### src/rtl/nfc_pkg.sv
// Shared offsets, mode bit positions and state type for the NAND host port.
// Assumes byte offsets on a 3-bit host address.
package nfc_pkg;
    localparam logic [2:0] OFF_DATA = 3'd0;
    localparam logic [2:0] OFF_MODE = 3'd4;
    localparam logic [2:0] OFF_STAT = 3'd5;
    localparam logic [2:0] OFF_PEND = 3'd6;
    localparam logic [2:0] OFF_MASK = 3'd7;

    localparam int MB_CLE = 0;
    localparam int MB_ALE = 1;
    localparam int MB_CE  = 4;
    localparam int MB_WP  = 7;

    typedef enum logic [1:0] {
        SQ_IDLE,
        SQ_SETUP,
        SQ_PULSE,
        SQ_HOLD
    } seq_state_t;
endpackage

### src/rtl/nfc_regs.sv
// Mode, status, pending and mask registers with the interrupt gate.
// Assumes wr_en is issued only for accepted register writes.
module nfc_regs
    import nfc_pkg::*;
#(
    parameter int SYNC_N = 2
) (
    input  logic       clk,
    input  logic       rst_n,
    input  logic       wr_en,
    input  logic [2:0] addr,
    input  logic [7:0] wdata,
    input  logic       rb_n,
    output logic [7:0] mode,
    output logic [7:0] rbyte,
    output logic       irq
);
    localparam int NPEND = 4;

    logic [SYNC_N-1:0] sync_q;
    logic              rb_prev_q;
    logic [NPEND-1:0]  pend_q;
    logic [7:0]        mask_q;
    logic [7:0]        mode_q;
    logic              rb_s;
    logic [NPEND-1:0]  pend_set;
    logic [NPEND-1:0]  pend_clr;

    assign rb_s = sync_q[SYNC_N-1];

    // Synchronise the ready/busy line and keep its previous value.
    always_ff @(posedge clk) begin
        if (!rst_n) begin
            sync_q    <= '1;
            rb_prev_q <= 1'b1;
        end else begin
            sync_q    <= {sync_q[SYNC_N-2:0], rb_n};
            rb_prev_q <= rb_s;
        end
    end

    // Edge events that raise pending flags, and write-one clears.
    always_comb begin
        pend_set    = '0;
        pend_set[0] = rb_s & ~rb_prev_q;
        pend_set[1] = ~rb_s & rb_prev_q;
        pend_clr    = (wr_en && addr == OFF_PEND) ? wdata[NPEND-1:0] : '0;
    end

    // Register writes; a set beats a clear in the same cycle.
    always_ff @(posedge clk) begin
        if (!rst_n) begin
            mode_q <= '0;
            mask_q <= '0;
            pend_q <= '0;
        end else begin
            if (wr_en && addr == OFF_MODE) mode_q <= wdata;
            if (wr_en && addr == OFF_MASK) mask_q <= wdata;
            pend_q <= (pend_q & ~pend_clr) | pend_set;
        end
    end

    // Read multiplexer for the register offsets.
    always_comb begin
        case (addr)
            OFF_MODE: rbyte = mode_q;
            OFF_STAT: rbyte = {~rb_s, 7'b0};
            OFF_PEND: rbyte = {{(8-NPEND){1'b0}}, pend_q};
            OFF_MASK: rbyte = mask_q;
            default:  rbyte = 8'h00;
        endcase
    end

    assign mode = mode_q;
    assign irq  = mask_q[7] & (|(pend_q & mask_q[NPEND-1:0]));
endmodule

### src/rtl/nfc_bus_seq.sv
// Byte strobe engine: one or two bytes, each as setup, pulse, hold counts.
// Assumes start only while busy is low; TSU, TPW, TH are at least 1.
module nfc_bus_seq
    import nfc_pkg::*;
#(
    parameter int TSU = 2,
    parameter int TPW = 3,
    parameter int TH  = 1
) (
    input  logic        clk,
    input  logic        rst_n,
    input  logic        start,
    input  logic        rd,
    input  logic        wide,
    input  logic [15:0] wdata,
    input  logic [7:0]  dq_in,
    output logic        busy,
    output logic        done,
    output logic [15:0] rdata,
    output logic        we_n,
    output logic        re_n,
    output logic [7:0]  dq_out,
    output logic        dq_oe
);
    localparam int MAXT = (TSU > TPW) ? ((TSU > TH) ? TSU : TH) : ((TPW > TH) ? TPW : TH);
    localparam int CW   = $clog2(MAXT + 1);

    seq_state_t    st_q;
    logic [CW-1:0] cnt_q;
    logic          idx_q;
    logic          wide_q;
    logic          rd_q;
    logic          done_q;
    logic [15:0]   wbuf_q;
    logic [15:0]   rbuf_q;

    // Phase counter walking setup, pulse and hold for each byte.
    always_ff @(posedge clk) begin
        if (!rst_n) begin
            st_q   <= SQ_IDLE;
            cnt_q  <= '0;
            idx_q  <= 1'b0;
            wide_q <= 1'b0;
            rd_q   <= 1'b0;
            done_q <= 1'b0;
            wbuf_q <= '0;
            rbuf_q <= '0;
        end else begin
            done_q <= 1'b0;
            case (st_q)
                SQ_IDLE: if (start) begin
                    st_q   <= SQ_SETUP;
                    cnt_q  <= CW'(TSU - 1);
                    idx_q  <= 1'b0;
                    wide_q <= wide;
                    rd_q   <= rd;
                    wbuf_q <= wdata;
                    if (rd) rbuf_q <= '0;
                end
                SQ_SETUP: if (cnt_q == '0) begin
                    st_q  <= SQ_PULSE;
                    cnt_q <= CW'(TPW - 1);
                end else cnt_q <= cnt_q - 1'b1;
                SQ_PULSE: if (cnt_q == '0) begin
                    st_q  <= SQ_HOLD;
                    cnt_q <= CW'(TH - 1);
                    if (rd_q) begin
                        if (idx_q) rbuf_q[15:8] <= dq_in;
                        else       rbuf_q[7:0]  <= dq_in;
                    end
                end else cnt_q <= cnt_q - 1'b1;
                SQ_HOLD: if (cnt_q == '0) begin
                    if (wide_q && !idx_q) begin
                        idx_q <= 1'b1;
                        st_q  <= SQ_SETUP;
                        cnt_q <= CW'(TSU - 1);
                    end else begin
                        st_q   <= SQ_IDLE;
                        done_q <= 1'b1;
                    end
                end else cnt_q <= cnt_q - 1'b1;
                default: st_q <= SQ_IDLE;
            endcase
        end
    end

    // Pin decode from the phase state.
    always_comb begin
        we_n   = !(st_q == SQ_PULSE && !rd_q);
        re_n   = !(st_q == SQ_PULSE && rd_q);
        dq_oe  = (st_q != SQ_IDLE) && !rd_q;
        dq_out = idx_q ? wbuf_q[15:8] : wbuf_q[7:0];
        busy   = st_q != SQ_IDLE;
    end

    assign done  = done_q;
    assign rdata = rbuf_q;
endmodule

### src/rtl/nfc_host_port.sv
// Top of the NAND host port: routes host requests to the registers or the
// strobe engine and drives the flash control pins from the mode register.
// Assumes host_req is issued only when no earlier access awaits its ack.
module nfc_host_port
    import nfc_pkg::*;
#(
    parameter int TSU    = 2,
    parameter int TPW    = 3,
    parameter int TH     = 1,
    parameter int SYNC_N = 2
) (
    input  logic        clk,
    input  logic        rst_n,
    input  logic        host_req,
    input  logic        host_wr,
    input  logic        host_wide,
    input  logic [2:0]  host_addr,
    input  logic [15:0] host_wdata,
    output logic [15:0] host_rdata,
    output logic        host_ack,
    output logic        irq,
    output logic        nf_ce_n,
    output logic        nf_cle,
    output logic        nf_ale,
    output logic        nf_wp_n,
    output logic        nf_we_n,
    output logic        nf_re_n,
    output logic [7:0]  nf_dq_out,
    output logic        nf_dq_oe,
    input  logic [7:0]  nf_dq_in,
    input  logic        nf_rb_n,
    output logic [1:0]  ecc_sel
);
    logic        seq_busy;
    logic        seq_done;
    logic [15:0] seq_rdata;
    logic        accept;
    logic        is_data;
    logic        reg_wr;
    logic [7:0]  mode;
    logic [7:0]  rbyte;
    logic        reg_ack_q;
    logic [7:0]  reg_rdata_q;

    assign accept  = host_req && !seq_busy;
    assign is_data = host_addr == OFF_DATA;
    assign reg_wr  = accept && !is_data && host_wr;

    nfc_regs #(.SYNC_N(SYNC_N)) regs_i (
        .clk   (clk),
        .rst_n (rst_n),
        .wr_en (reg_wr),
        .addr  (host_addr),
        .wdata (host_wdata[7:0]),
        .rb_n  (nf_rb_n),
        .mode  (mode),
        .rbyte (rbyte),
        .irq   (irq)
    );

    nfc_bus_seq #(.TSU(TSU), .TPW(TPW), .TH(TH)) seq_i (
        .clk    (clk),
        .rst_n  (rst_n),
        .start  (accept && is_data),
        .rd     (!host_wr),
        .wide   (host_wide),
        .wdata  (host_wdata),
        .dq_in  (nf_dq_in),
        .busy   (seq_busy),
        .done   (seq_done),
        .rdata  (seq_rdata),
        .we_n   (nf_we_n),
        .re_n   (nf_re_n),
        .dq_out (nf_dq_out),
        .dq_oe  (nf_dq_oe)
    );

    // Register accesses complete one cycle after the request.
    always_ff @(posedge clk) begin
        if (!rst_n) begin
            reg_ack_q   <= 1'b0;
            reg_rdata_q <= '0;
        end else begin
            reg_ack_q <= accept && !is_data;
            if (accept && !is_data) reg_rdata_q <= rbyte;
        end
    end

    // Acknowledge and read data from whichever path finished.
    always_comb begin
        host_ack   = reg_ack_q | seq_done;
        host_rdata = seq_done ? seq_rdata : {8'h00, reg_rdata_q};
    end

    // Flash control pins straight from the mode register.
    always_comb begin
        nf_ce_n = ~mode[MB_CE];
        nf_cle  = mode[MB_CLE];
        nf_ale  = mode[MB_ALE];
        nf_wp_n = mode[MB_WP];
        ecc_sel = mode[6:5];
    end
endmodule

### config.mk
export PLATFORM = sky130hd
export DESIGN_NAME = nfc_host_port
export DESIGN_NICKNAME = d
export VERILOG_FILES = /design/src/rtl/nfc_pkg.sv /design/src/rtl/nfc_regs.sv /design/src/rtl/nfc_bus_seq.sv /design/src/rtl/nfc_host_port.sv
export SDC_FILE = /design/constraint.sdc
export NUM_CORES = 1
export LEC_CHECK = 0
export BUFFER_PORTS_ARGS = -buffer_cell sky130_fd_sc_hd__buf_4
export CAP_MARGIN = 5
export CELL_PAD_IN_SITES_DETAIL_PLACEMENT = 0
export CELL_PAD_IN_SITES_GLOBAL_PLACEMENT = 1
export CORE_MARGIN = 2
export CORE_UTILIZATION = 43
export CTS_BUF_LIST = sky130_fd_sc_hd__clkbuf_4 sky130_fd_sc_hd__clkbuf_8
export CTS_CLUSTER_SIZE = 28
export DETAILED_ROUTE_END_ITERATION = 10
export MAX_ROUTING_LAYER = met4
export PLACE_DENSITY = 0.79
export SLEW_MARGIN = 20
export SYNTH_ARGS = -nofsm -noshare
export SYNTH_HDL_FRONTEND = slang
export SYNTH_SLANG_ARGS = --single-unit
### constraint.sdc
create_clock -name clk -period 2.4 [get_ports clk]
set_clock_uncertainty 0.15 [all_clocks]
set_input_delay 0.36 -clock clk [delete_from_list [all_inputs] [get_ports clk]]
set_output_delay 0.36 -clock clk [all_outputs]
set_load 0.01 [all_outputs]
==> flow_summary_export.csv <==
group,metric,value,unit
run_status,outcome,"complete, no violations",
clocking,ctsHtreeMaxLevel,3,
critical_path,end_kind,"register",
logic_synthesis,post_synth_num_cell_types,49,
clocking,clk_latency,0.33,ns
critical_path,cp.arrival,2.25,ns
timing,slew_headroom,57.27,%
critical_path,crit_type,"reg -> reg",
placement,gp_congestion,0.7498,
global_route,overflow,0,
critical_path,cp.required,2.48,ns
route,wirelength,7.506,mm
clocking,root_buffer,"clkbuf_8",
timing,rsz0062_at_grt,"false",
critical_path,startpoint_type,"register",
clocking,postCtsResizedCells,0,
power_and_ir_drop,p_leak,1.686,nW
critical_path,worst-path-max-fanout,7,
power_and_ir_drop,ir_drop,0.3255,mV
logic_synthesis,synth_top_cell_by_area,"dfxtp_1",
logic_synthesis,synth_seq_cells,72,
critical_path,cpMaxStageDelayCell,"nor3_1",
logic_synthesis,async_flop_share,0,%
power_and_ir_drop,powerDensity,748.6,mW/mm^2
critical_path,worst-path-buf-inv,1,
placement,dpl_cell_area,0.003837,mm^2
logic_synthesis,synthesis.area,0.003276,mm^2
route,drc_errors,0,
placement,pre_cts_ws,0.2777,ns
job,maxCapViolCount,0,
die,fp.dieArea,0.008332,mm^2
clocking,clock_path_buffers,2,
clocking,cts_hold_buf,0,
logic_synthesis,yosysSeqAreaShare,44.00,%
clocking,clk_pin_slew,0.07,ns
finish,syn2layout_area_growth,23.53,%
finish,finalNonFillerCells,524,
timing,setup_tns,0,ns
placement,portBuffers,67,
global_route,grt_max_degree,33,
timing,setup_slack,0.2246,ns
global_route,grt_pass1_vias,2540,
route,wire_per_inst,14.32,um
logic_synthesis,ys_warn_count,0,
critical_path,max_stage_delay,0.53,ns
timing,final.min_clock_period,2.175,ns
finish,antenna_cells,0,
timing,finalHoldViolCount,0,
logic_synthesis,syn_inst,357,
logic_synthesis,synth.top_cell.area_share,44.00,%
die,boundaryPins,68,
die,fp.dieH,91.28,um
critical_path,crit_chain,"inv_1, ha_1, nand2_1, nor3_1, nand2_1, a32o_1",
finish,seqCellArea,0.001441,mm^2
route,drt-pass1-iter-count,4,
finish,drive_above_1_share,27.53,%
hold_path,hold_class,"in -> reg",
clocking,cts.sinks,72,
logic_synthesis,synth_ff_type,"dfxtp_1",
route,via_per_inst,4.973,
finish,finish.net_count,462,
timing,fmax,459.7,MHz
route,final_antenna_net_count,0,
die,dieWidth,91.28,um
timing,setup_viol_count_final,0,
route,via_count,2606,
clocking,cts_setup_buffers,0,
finish,fill_cells,711,
finish,multi_input_area,0.001698,mm^2
finish,design_area,0.004046,mm^2
critical_path,cp_top_family,"simple AND/OR/NAND/NOR gates",
critical_path,cpMostUsedCell,"nand2_1",
timing,finalCritPeriodShare,90.64,%
timing,worst_pin_slew,0.6401,ns
placement,hpwlAfterDp,5.410,mm
clocking,numCtsBuffers,9,
finish,final_util,55.20,%
global_route,grt_antenna_before_repair,0,
die,start_util,44.68,%
logic_synthesis,avgSynthCellArea,9.175,um^2
clocking,cts_tree,"yes",
route,drt-initial-drc-count,79,
global_route,grt_use_total,19.30,%
logic_synthesis,synth_edf_count,0,
logic_synthesis,ys_top_cells_by_area,"dfxtp_1, mux2i_1, nand2_1",
global_route,grt_pass1_wl,12.50,mm
placement,dp.cells,509,
die,core-area,0.007331,mm^2
timing,maxSlewViolCount,0,
logic_synthesis,syn_nets,398,
die,rows,31,
cell type report:
cell class	instances	area share, %
flip-flops and latches	72	35.62
inverters	11	1.020
clock inverters	6	2.103
repair buffers	71	13.17
multi-input cells	256	41.96
well taps	99	3.061
clock buffers	9	3.061
state kept, by name, summed over array words and instances, names as in the netlist, 4 cells and up:
register,cells
seq_i.wbuf_q,16
reg_rdata_q,8
regs_i.pend_q,4
regs_i.mode,8
seq_i.rdata,16
regs_i.mask_q,8
final timing paths:
kind	to	depth (start not counted)	slack, ns	start
setup / recovery	regs_i.pend_q[1]	6	0.22	seq_i.st_q[0]
hold / removal	regs_i.sync_q[0]	2	0.06	nf_rb_n
setup reg to reg	regs_i.pend_q[1]	6	0.22	seq_i.st_q[0]
hold reg to reg	regs_i.sync_q[1]	1	0.26	regs_i.sync_q[0]
metal layers:
| metal | vias to the layer above | GRT usage [%] | routed length (um) |
|---|---|---|---|
| met5 | - | - | 0 |
| met2 | 63 | 28.15 | 3288 |
| met3 | 6 | 2.988 | 265 |
| met1 | 1191 | 27.18 | 3861 |
| met4 | 0 | 6.818 | 90 |
| li1 | 1346 | - | - |
cell usage after synthesis (2+ instances only):
| cell type | number |
|---|---|
| a211oi_1 | 2 |
| a21oi_1 | 18 |
| a22o_1 | 3 |
| a22oi_1 | 9 |
| and2_1 | 11 |
| and3_1 | 2 |
| buf_1 | 3 |
| buf_4 | 3 |
| buf_6 | 2 |
| clkbuf_1 | 9 |
| dfxtp_1 | 72 |
| ha_1 | 8 |
| inv_1 | 11 |
| mux2_2 | 20 |
| mux2i_1 | 34 |
| nand2_1 | 76 |
| nand2_2 | 2 |
| nand2b_1 | 4 |
| nand3_1 | 3 |
| nor2_1 | 26 |
| nor3_1 | 2 |
| o21ai_0 | 8 |
| o21ai_1 | 2 |
| or2_2 | 2 |
power by group:
group          leakage, nW  internal [W]  switching [W]
sequential           0.582       0.00125      0.0000414
combinational         1.00      0.000300       0.000421
clock                0.101      0.000575       0.000442
stage by stage:
step | hold WS, ns | total power (W)
after global routing | 0.07098 | 0.003192
final | 0.06437 | 0.003029
after floorplan | 0.2363 | 0.001822
after detailed placement | 0.2436 | 0.002038
after CTS | 0.05251 | 0.003061
after global placement | 0.2434 | 0.002025
cells in the final DEF (no fill, tap or decap), drive strengths merged, types with 2 or more instances in the layout:
cell	synthesis	final
a211oi	2	2
a21oi	19	19
a22o	3	3
a22oi	9	9
and2	11	11
and3	2	2
buf	9	71
bufinv	0	2
clkbuf	9	9
clkinv	0	2
clkinvlp	0	2
dfxtp	72	72
ha	8	8
inv	11	11
mux2	20	20
mux2i	34	34
nand2	78	78
nand2b	4	4
nand3	3	3
nor2	28	28
nor3	3	3
o21ai	10	10
o311ai	2	2
or2	2	2
worst register-to-register path, stage by stage (launching register included):
cell and delay, ns:
dfxtp_1 0.34, inv_1 0.14, ha_1 0.30, nand2_1 0.23, nor3_1 0.53, nand2_1 0.11, a32o_1 0.26
logic make-up (layout without fill, tap and decap cells):
kind of cell / after synthesis / after routing / synth area share [%]
fa+ha+maj: 8 / 8 / 3.056
flops: 72 / 72 / 44.00
mux: 54 / 54 / 17.27
compound gates: 56 / 56 / 11.27
buf+inv: 29 / 97 / 4.163
simple gates: 138 / 138 / 20.24
Power figures use the tool's default switching activity.
